## config.mk

```make
export PLATFORM = sky130hd
export DESIGN_NAME = mpb_engine
export DESIGN_NICKNAME = d
export VERILOG_FILES = /design/src/rtl/mpb_pkg.sv /design/src/rtl/mpb_addr_ctr.sv /design/src/rtl/mpb_cmp_stage.sv /design/src/rtl/mpb_engine.sv
export SDC_FILE = /design/constraint.sdc
export NUM_CORES = 1
export LEC_CHECK = 0
export BUFFER_PORTS_ARGS = -buffer_cell sky130_fd_sc_hd__buf_4
export CORE_MARGIN = 1.5
export CORE_UTILIZATION = 34
export CTS_CLUSTER_DIAMETER = 100
export DETAILED_ROUTE_END_ITERATION = 7
export HOLD_SLACK_MARGIN = 0.03
export REMOVE_ABC_BUFFERS = 1
export SLEW_MARGIN = 20
export SYNTH_ARGS = -nofsm -noshare
export SYNTH_HDL_FRONTEND = slang
export SYNTH_SLANG_ARGS = --single-unit
```

## constraint.sdc

```tcl
create_clock -name clk -period 4.7 [get_ports clk]
set_input_delay 0.47 -clock clk [delete_from_list [all_inputs] [get_ports clk]]
set_output_delay 0.47 -clock clk [all_outputs]
set_load 0.01 [all_outputs]
```

## src/rtl/mpb_pkg.sv

```systemverilog
package mpb_pkg;

    typedef enum logic [1:0] {
        ST_IDLE  = 2'd0,
        ST_WRITE = 2'd1,
        ST_READ  = 2'd2,
        ST_DRAIN = 2'd3
    } mpb_state_e;

    typedef enum logic {
        PAT_UP   = 1'b0,
        PAT_DOWN = 1'b1
    } mpb_pat_e;

    // byte stored at a location whose low address byte is lo
    function automatic logic [7:0] pattern_byte(input logic [7:0] lo, input mpb_pat_e sel);
        return (sel == PAT_DOWN) ? ~lo : lo;
    endfunction

endpackage

```

## src/rtl/mpb_addr_ctr.sv

```systemverilog
module mpb_addr_ctr #(
    parameter int ADDR_W = 16
) (
    input  logic              clk,
    input  logic              rst,
    input  logic              clr,
    input  logic              inc,
    output logic [ADDR_W-1:0] cnt,
    output logic              last
);
    always_ff @(posedge clk) begin
        if (rst || clr) cnt <= '0;
        else if (inc)   cnt <= cnt + 1'b1;
    end

    assign last = (cnt == {ADDR_W{1'b1}});
endmodule

```

## src/rtl/mpb_cmp_stage.sv

```systemverilog
module mpb_cmp_stage #(
    parameter int ADDR_W = 16
) (
    input  logic              clk,
    input  logic              rst,
    input  logic              issue,
    input  logic [ADDR_W-1:0] issue_addr,
    input  logic [7:0]        issue_exp,
    input  logic [7:0]        rdata,
    output logic              vld,
    output logic [ADDR_W-1:0] addr_q,
    output logic [7:0]        exp_q,
    output logic              miss
);
    always_ff @(posedge clk) begin
        if (rst) begin
            vld    <= 1'b0;
            addr_q <= '0;
            exp_q  <= '0;
        end else begin
            vld <= issue;
            if (issue) begin
                addr_q <= issue_addr;
                exp_q  <= issue_exp;
            end
        end
    end

    assign miss = vld && (rdata != exp_q);
endmodule

```

## src/rtl/mpb_engine.sv

```systemverilog
module mpb_engine
    import mpb_pkg::*;
#(
    parameter int ADDR_W = 16
) (
    input  logic              clk,
    input  logic              rst,
    input  logic              start_wr_i,
    input  logic              start_rd_i,
    input  logic              pat_toggle_i,
    output logic              mem_en_o,
    output logic              mem_we_o,
    output logic [ADDR_W-1:0] mem_addr_o,
    output logic [7:0]        mem_wdata_o,
    input  logic [7:0]        mem_rdata_i,
    output logic              busy_o,
    output logic              done_o,
    output logic              fail_o,
    output logic              pat_sel_o,
    output logic [ADDR_W-1:0] err_addr_o,
    output logic [7:0]        err_exp_o,
    output logic [7:0]        err_got_o
);
    localparam int LO_W = (ADDR_W < 8) ? ADDR_W : 8;

    mpb_state_e        state_q;
    mpb_pat_e          pat_q;
    logic              done_q, fail_q;
    logic [ADDR_W-1:0] err_addr_q;
    logic [7:0]        err_exp_q, err_got_q;

    logic              idle, go_wr, go_rd, stepping, issue_rd;
    logic [ADDR_W-1:0] cnt;
    logic              cnt_last;
    logic [7:0]        addr_lo, pat_byte;
    logic              cmp_vld, cmp_miss, miss_hit;
    logic [ADDR_W-1:0] cmp_addr;
    logic [7:0]        cmp_exp;

    assign idle     = (state_q == ST_IDLE);
    assign go_wr    = idle && start_wr_i;
    assign go_rd    = idle && start_rd_i && !start_wr_i;
    assign stepping = (state_q == ST_WRITE) || (state_q == ST_READ);
    assign issue_rd = (state_q == ST_READ);

    generate
        if (ADDR_W >= 8) begin : g_wide
            assign addr_lo = cnt[LO_W-1:0];
        end else begin : g_narrow
            assign addr_lo = {{(8-LO_W){1'b0}}, cnt};
        end
    endgenerate

    assign pat_byte = pattern_byte(addr_lo, pat_q);

    mpb_addr_ctr #(.ADDR_W(ADDR_W)) u_ctr (
        .clk  (clk),
        .rst  (rst),
        .clr  (go_wr || go_rd),
        .inc  (stepping),
        .cnt  (cnt),
        .last (cnt_last)
    );

    mpb_cmp_stage #(.ADDR_W(ADDR_W)) u_cmp (
        .clk        (clk),
        .rst        (rst),
        .issue      (issue_rd),
        .issue_addr (cnt),
        .issue_exp  (pat_byte),
        .rdata      (mem_rdata_i),
        .vld        (cmp_vld),
        .addr_q     (cmp_addr),
        .exp_q      (cmp_exp),
        .miss       (cmp_miss)
    );

    assign miss_hit = cmp_vld && cmp_miss &&
                      ((state_q == ST_READ) || (state_q == ST_DRAIN));

    always_ff @(posedge clk) begin
        if (rst) begin
            state_q    <= ST_IDLE;
            pat_q      <= PAT_UP;
            done_q     <= 1'b0;
            fail_q     <= 1'b0;
            err_addr_q <= '0;
            err_exp_q  <= '0;
            err_got_q  <= '0;
        end else begin
            case (state_q)
                ST_IDLE: begin
                    if (pat_toggle_i) pat_q <= (pat_q == PAT_UP) ? PAT_DOWN : PAT_UP;
                    if (go_wr || go_rd) begin
                        done_q  <= 1'b0;
                        fail_q  <= 1'b0;
                        state_q <= go_wr ? ST_WRITE : ST_READ;
                    end
                end
                ST_WRITE: begin
                    if (cnt_last) begin
                        done_q  <= 1'b1;
                        state_q <= ST_IDLE;
                    end
                end
                ST_READ: begin
                    if (miss_hit) begin
                        fail_q     <= 1'b1;
                        err_addr_q <= cmp_addr;
                        err_exp_q  <= cmp_exp;
                        err_got_q  <= mem_rdata_i;
                        state_q    <= ST_IDLE;
                    end else if (cnt_last) begin
                        state_q <= ST_DRAIN;
                    end
                end
                default: begin
                    if (miss_hit) begin
                        fail_q     <= 1'b1;
                        err_addr_q <= cmp_addr;
                        err_exp_q  <= cmp_exp;
                        err_got_q  <= mem_rdata_i;
                    end else begin
                        done_q <= 1'b1;
                    end
                    state_q <= ST_IDLE;
                end
            endcase
        end
    end

    assign mem_en_o    = stepping;
    assign mem_we_o    = (state_q == ST_WRITE);
    assign mem_addr_o  = cnt;
    assign mem_wdata_o = pat_byte;
    assign busy_o      = !idle;
    assign done_o      = done_q;
    assign fail_o      = fail_q;
    assign pat_sel_o   = pat_q;
    assign err_addr_o  = err_addr_q;
    assign err_exp_o   = err_exp_q;
    assign err_got_o   = err_got_q;
endmodule

```

==> summary.md <==
| Metric | Value |
|---|---|
| PnR Total Power | 1.70 mW |
| Unrepaired setup endpoints after global routing | false |
| Initial DRC count | about 110 |
| H-Tree Level Count | 3 |
| Design area | just over 4000 sq um |
| Global-route wire length before repair | ~12 mm |
| Via density | between 4 and 5 |
| CP required | just under 5 ns |
| TritonCTS clock tree | yes |
| Register area share after synthesis | 48.1% |
| Clock period minus worst slack | roughly 3 ns |
| Hold depth | 3 |
| Synth unique cells | 36 |
| Clock Skew | about 0.0091 ns |
| Clk_lat worst skew | ~0.35 ns |
| Crit-path leading delay family | adder cells |
| Final nets | a little over 400 |
| Clock transition at path regs | ~0.08 ns |
| Post-synth ARST share | 0% |
| Worst setup EP type | flop |
| Multi-input gate area | 1550 sq um |
| Max-slew violations | 0 |
| Postcts setup bufs | 0 |
| Ports | 75 |
| Initial cell density of the core | about a third |
| Buf/Inv on CP | 2 |
| Core area | 9240 sq um |
| YS warnings | 0 |
| Rows | 35 |
| # setup viols final | 0 |
| Die area | roughly 10,000 sq um |
| Dpl cells | 515 |
| Total Wirelength | ~7.3 mm |
| Port Buffers | 74 |
| #FFs+latches synth | between 70 and 80 |
| Comb pwr share | between 20% and 30% |
| Storage element area | between 1500 and 2000 sq um |
| DRT Pass-1 Iters | 4 |
| Largest stage delay, worst path | approximately 0.73 ns |
| Post_cts resized | 0 |
| DRC errors left | 0 |
| Max IR drop VDD | between 150 and 200 uV |
| Final hold vios | 0 |
| Final setup TNS | 0 ns |
| Total track usage | about 15% |
| Layout cells sized above 1 | approximately 24% |
| Startpoint types | flop |
| Path length in cells of the critical path | 8 |
| Clock Path Buffers | 2 |
| Switching power | between 0.5 and 0.6 mW |
| Maxcap violations | 0 |
| Routability cong. | between 0.7 and 0.8 |
| Largest net degree at the start of global routing | 64 |
| Relative slew slack | a little over two fifths |
| Core Util, Final | a little over two fifths |
| CP cell instances | inv_1 -> ha_2 -> nor2_1 -> or4_1 -> a21oi_4 -> buf_4 -> mux2i_1 -> nor2_1 |
| Post-Syn Instances | 331 |
| Die width | 101 um |
| Fin cells | ~530 |
| Least-Margin Pin Slew | between 0.8 and 0.9 ns |
| Reg2reg setup slack | approximately 1.6 ns |
| Sequential share of power | between 40 and 50% |
| Max Fclk | about 320 MHz |
| Hold_sp | mem_rdata_i[4] |
| Placed Area | between 3000 and 4000 sq um |
| Max Fanout on Critical Path | 28 |
| Fill cell count | 920 |
| DP HPWL | 5.09 mm |
| Die height | roughly 100 um |
| Vias | between 2,000 and 2,500 |
| Mapped Avg Cell Area | ~9.8 sq um |
| Initial antenna violation count | 0 |
| Crit-path most repeated cell | nor2_1 |
| Slowest CP cell | ha_2 |
| FF-to-FF Start | state_q[0] |
| Post-DR wirelength/cell | around 14 um |
| Primary flip-flop cell chosen by synthesis mapping | dfxtp_1 |
| Diode count | 0 |
| Post-Synthesis Cell Area | roughly 3200 sq um |
| Hold Crit Class | in2reg |
| CTS buffer count | 9 |
| Clk root buf | clkbuf_8 |
| Hold Crit Endpoint | err_got_o[4] |
| Switching part of the total | approximately a third |
| Power Density | ~420 nW/um^2 |
| Outcome | complete, no violations |
| Clock share of power | ~27% |
| Critical path arrival | roughly 3.3 ns |
| R2r endpoint | err_exp_o[7] |
| Worst r2r path cells | 8 |
| Pint | approximately 1.1 mW |
| CTS Hold Bufs | 0 |
| Antenna viol nets, final | 0 |
| Sink Count | between 70 and 80 |
| Total grt overflow | 0 |
| Fin crit share | about two thirds |
| P_leak | roughly 1.6 nW |
| Number of synthesized flops with an enable pin | 0 |
| Vias in the first global route | between 2,000 and 2,500 |
| P&R area growth vs syn | 24.9% |
| WS Path Type | reg2reg |
## power groups by stage
stage	registers, mW	clock network (mW)	logic [mW]
finish	0.746	0.464	0.489
global route	0.753	0.505	0.532
CTS	0.747	0.480	0.491
detailed placement	0.763	0	0.489
global placement	0.760	0	0.483
floorplan	0.757	0	0.302
## routing by layer
layer  GRT usage [%]  vias up  part of all wire (%)
met5               0        -                     0
met1            18.6     1178                    45
met2            25.2       56                    49
met3            3.33       15                   3.5
li1                -     1239                     -
met4            8.02        0                   2.4
## worst max-delay path by stage
stage | start | endpoint | slack [ns]
floorplan | state_q[0] | done_o | 1.50
global placement | state_q[0] | err_addr_o[2] | 1.63
detailed placement | state_q[0] | err_addr_o[2] | 1.58
CTS | state_q[0] | err_addr_o[2] | 1.58
global route | state_q[0] | err_addr_o[2] | 1.33
finish | state_q[0] | err_exp_o[7] | 1.62
## stage by stage
| stage | worst slack (ns) | hold slack, ns |
|---|---|---|
| 3_3_place_gp | 1.63 | 0.470 |
| 2_1_floorplan | 1.50 | 0.460 |
| 5_1_grt | 1.33 | 0.373 |
| 6_report | 1.62 | 0.372 |
| 3_5_place_dp | 1.58 | 0.485 |
| 4_1_cts | 1.58 | 0.357 |
## cell usage after synthesis (2+ instances only)
cell / instances / area share, %
nor2_1: 79 / 9.1
dfxtp_1: 78 / 48
mux2i_1: 58 / 18
xor2_1: 24 / 6.5
nand2_1: 9 / 1.0
clkbuf_1: 8 / 0.93
inv_1: 8 / 0.93
a21oi_1: 6 / 0.93
ha_1: 5 / 1.9
nand4_1: 5 / 0.96
o21ai_0: 5 / 0.77
xnor2_1: 5 / 1.3
buf_1: 3 / 0.35
buf_2: 3 / 0.46
buf_6: 3 / 1.0
nand3_1: 3 / 0.46
or3_1: 3 / 0.58
or4_1: 3 / 0.69
a211oi_1: 2 / 0.46
clkbuf_2: 2 / 0.31
nor2b_1: 2 / 0.39
nor4_2: 2 / 0.77
o32a_1: 2 / 0.62
## tightest hold or removal path, delay by kind of cell
family / cells / cell delay (ns)
buf+inv: 1 / 0.09
mux: 1 / 0.06
simple gates: 1 / 0.07
## layout by cell type, fill, tap and decap left out, types with 2 or more instances in the layout
| cell type | count |
|---|---|
| nor2_1 | 79 |
| mux2i_1 | 58 |
| dfxtp_1 | 78 |
| ha_1 | 4 |
| buf_4 | 75 |
| nand2_1 | 9 |
| or4_1 | 3 |
| a21oi_1 | 6 |
| nor2b_1 | 2 |
| nor4_2 | 2 |
| o32a_1 | 2 |
| clkbuf_8 | 11 |
| nand3_1 | 3 |
| or3_1 | 3 |
| a211oi_1 | 2 |
| nand4_1 | 5 |
| inv_1 | 8 |
| o21ai_0 | 5 |
| xor2_1 | 24 |
| xnor2_1 | 5 |
## flip-flops by register name, indices dropped and copies added (netlist names)
name          cells
u_cmp.exp_q       8
err_exp_o         8
u_cmp.addr_q     16
u_cmp.vld         1
done_o            1
u_ctr.cnt        16
err_addr_o       16
pat_sel_o         1
state_q           2
fail_o            1
err_got_o         8
## cell families (layout without fill, tap and decap cells)
| logic type | Yosys count | in the layout | synth area share [%] |
|---|---|---|---|
| xor gates and xnor gates | 29 | 29 | 7.83 |
| adders and majority gates | 5 | 5 | 1.93 |
| DFF | 78 | 78 | 48.1 |
| buffers and inverters | 28 | 99 | 4.24 |
| muxes | 58 | 58 | 17.9 |
| and+or+nand+nor | 112 | 112 | 15.4 |
| AOI/OAI and AO/OA | 21 | 21 | 4.55 |
## area by class of cell
class	instances	area share, %
sequential	78	38.5
multi-input combinational	225	38.3
timing repair buffer	75	13.9
tap	129	3.98
clock buffer	12	3.83
clock inverter	4	0.741
inverter	8	0.741
No activity file was read; power rests on OpenSTA's default activity.
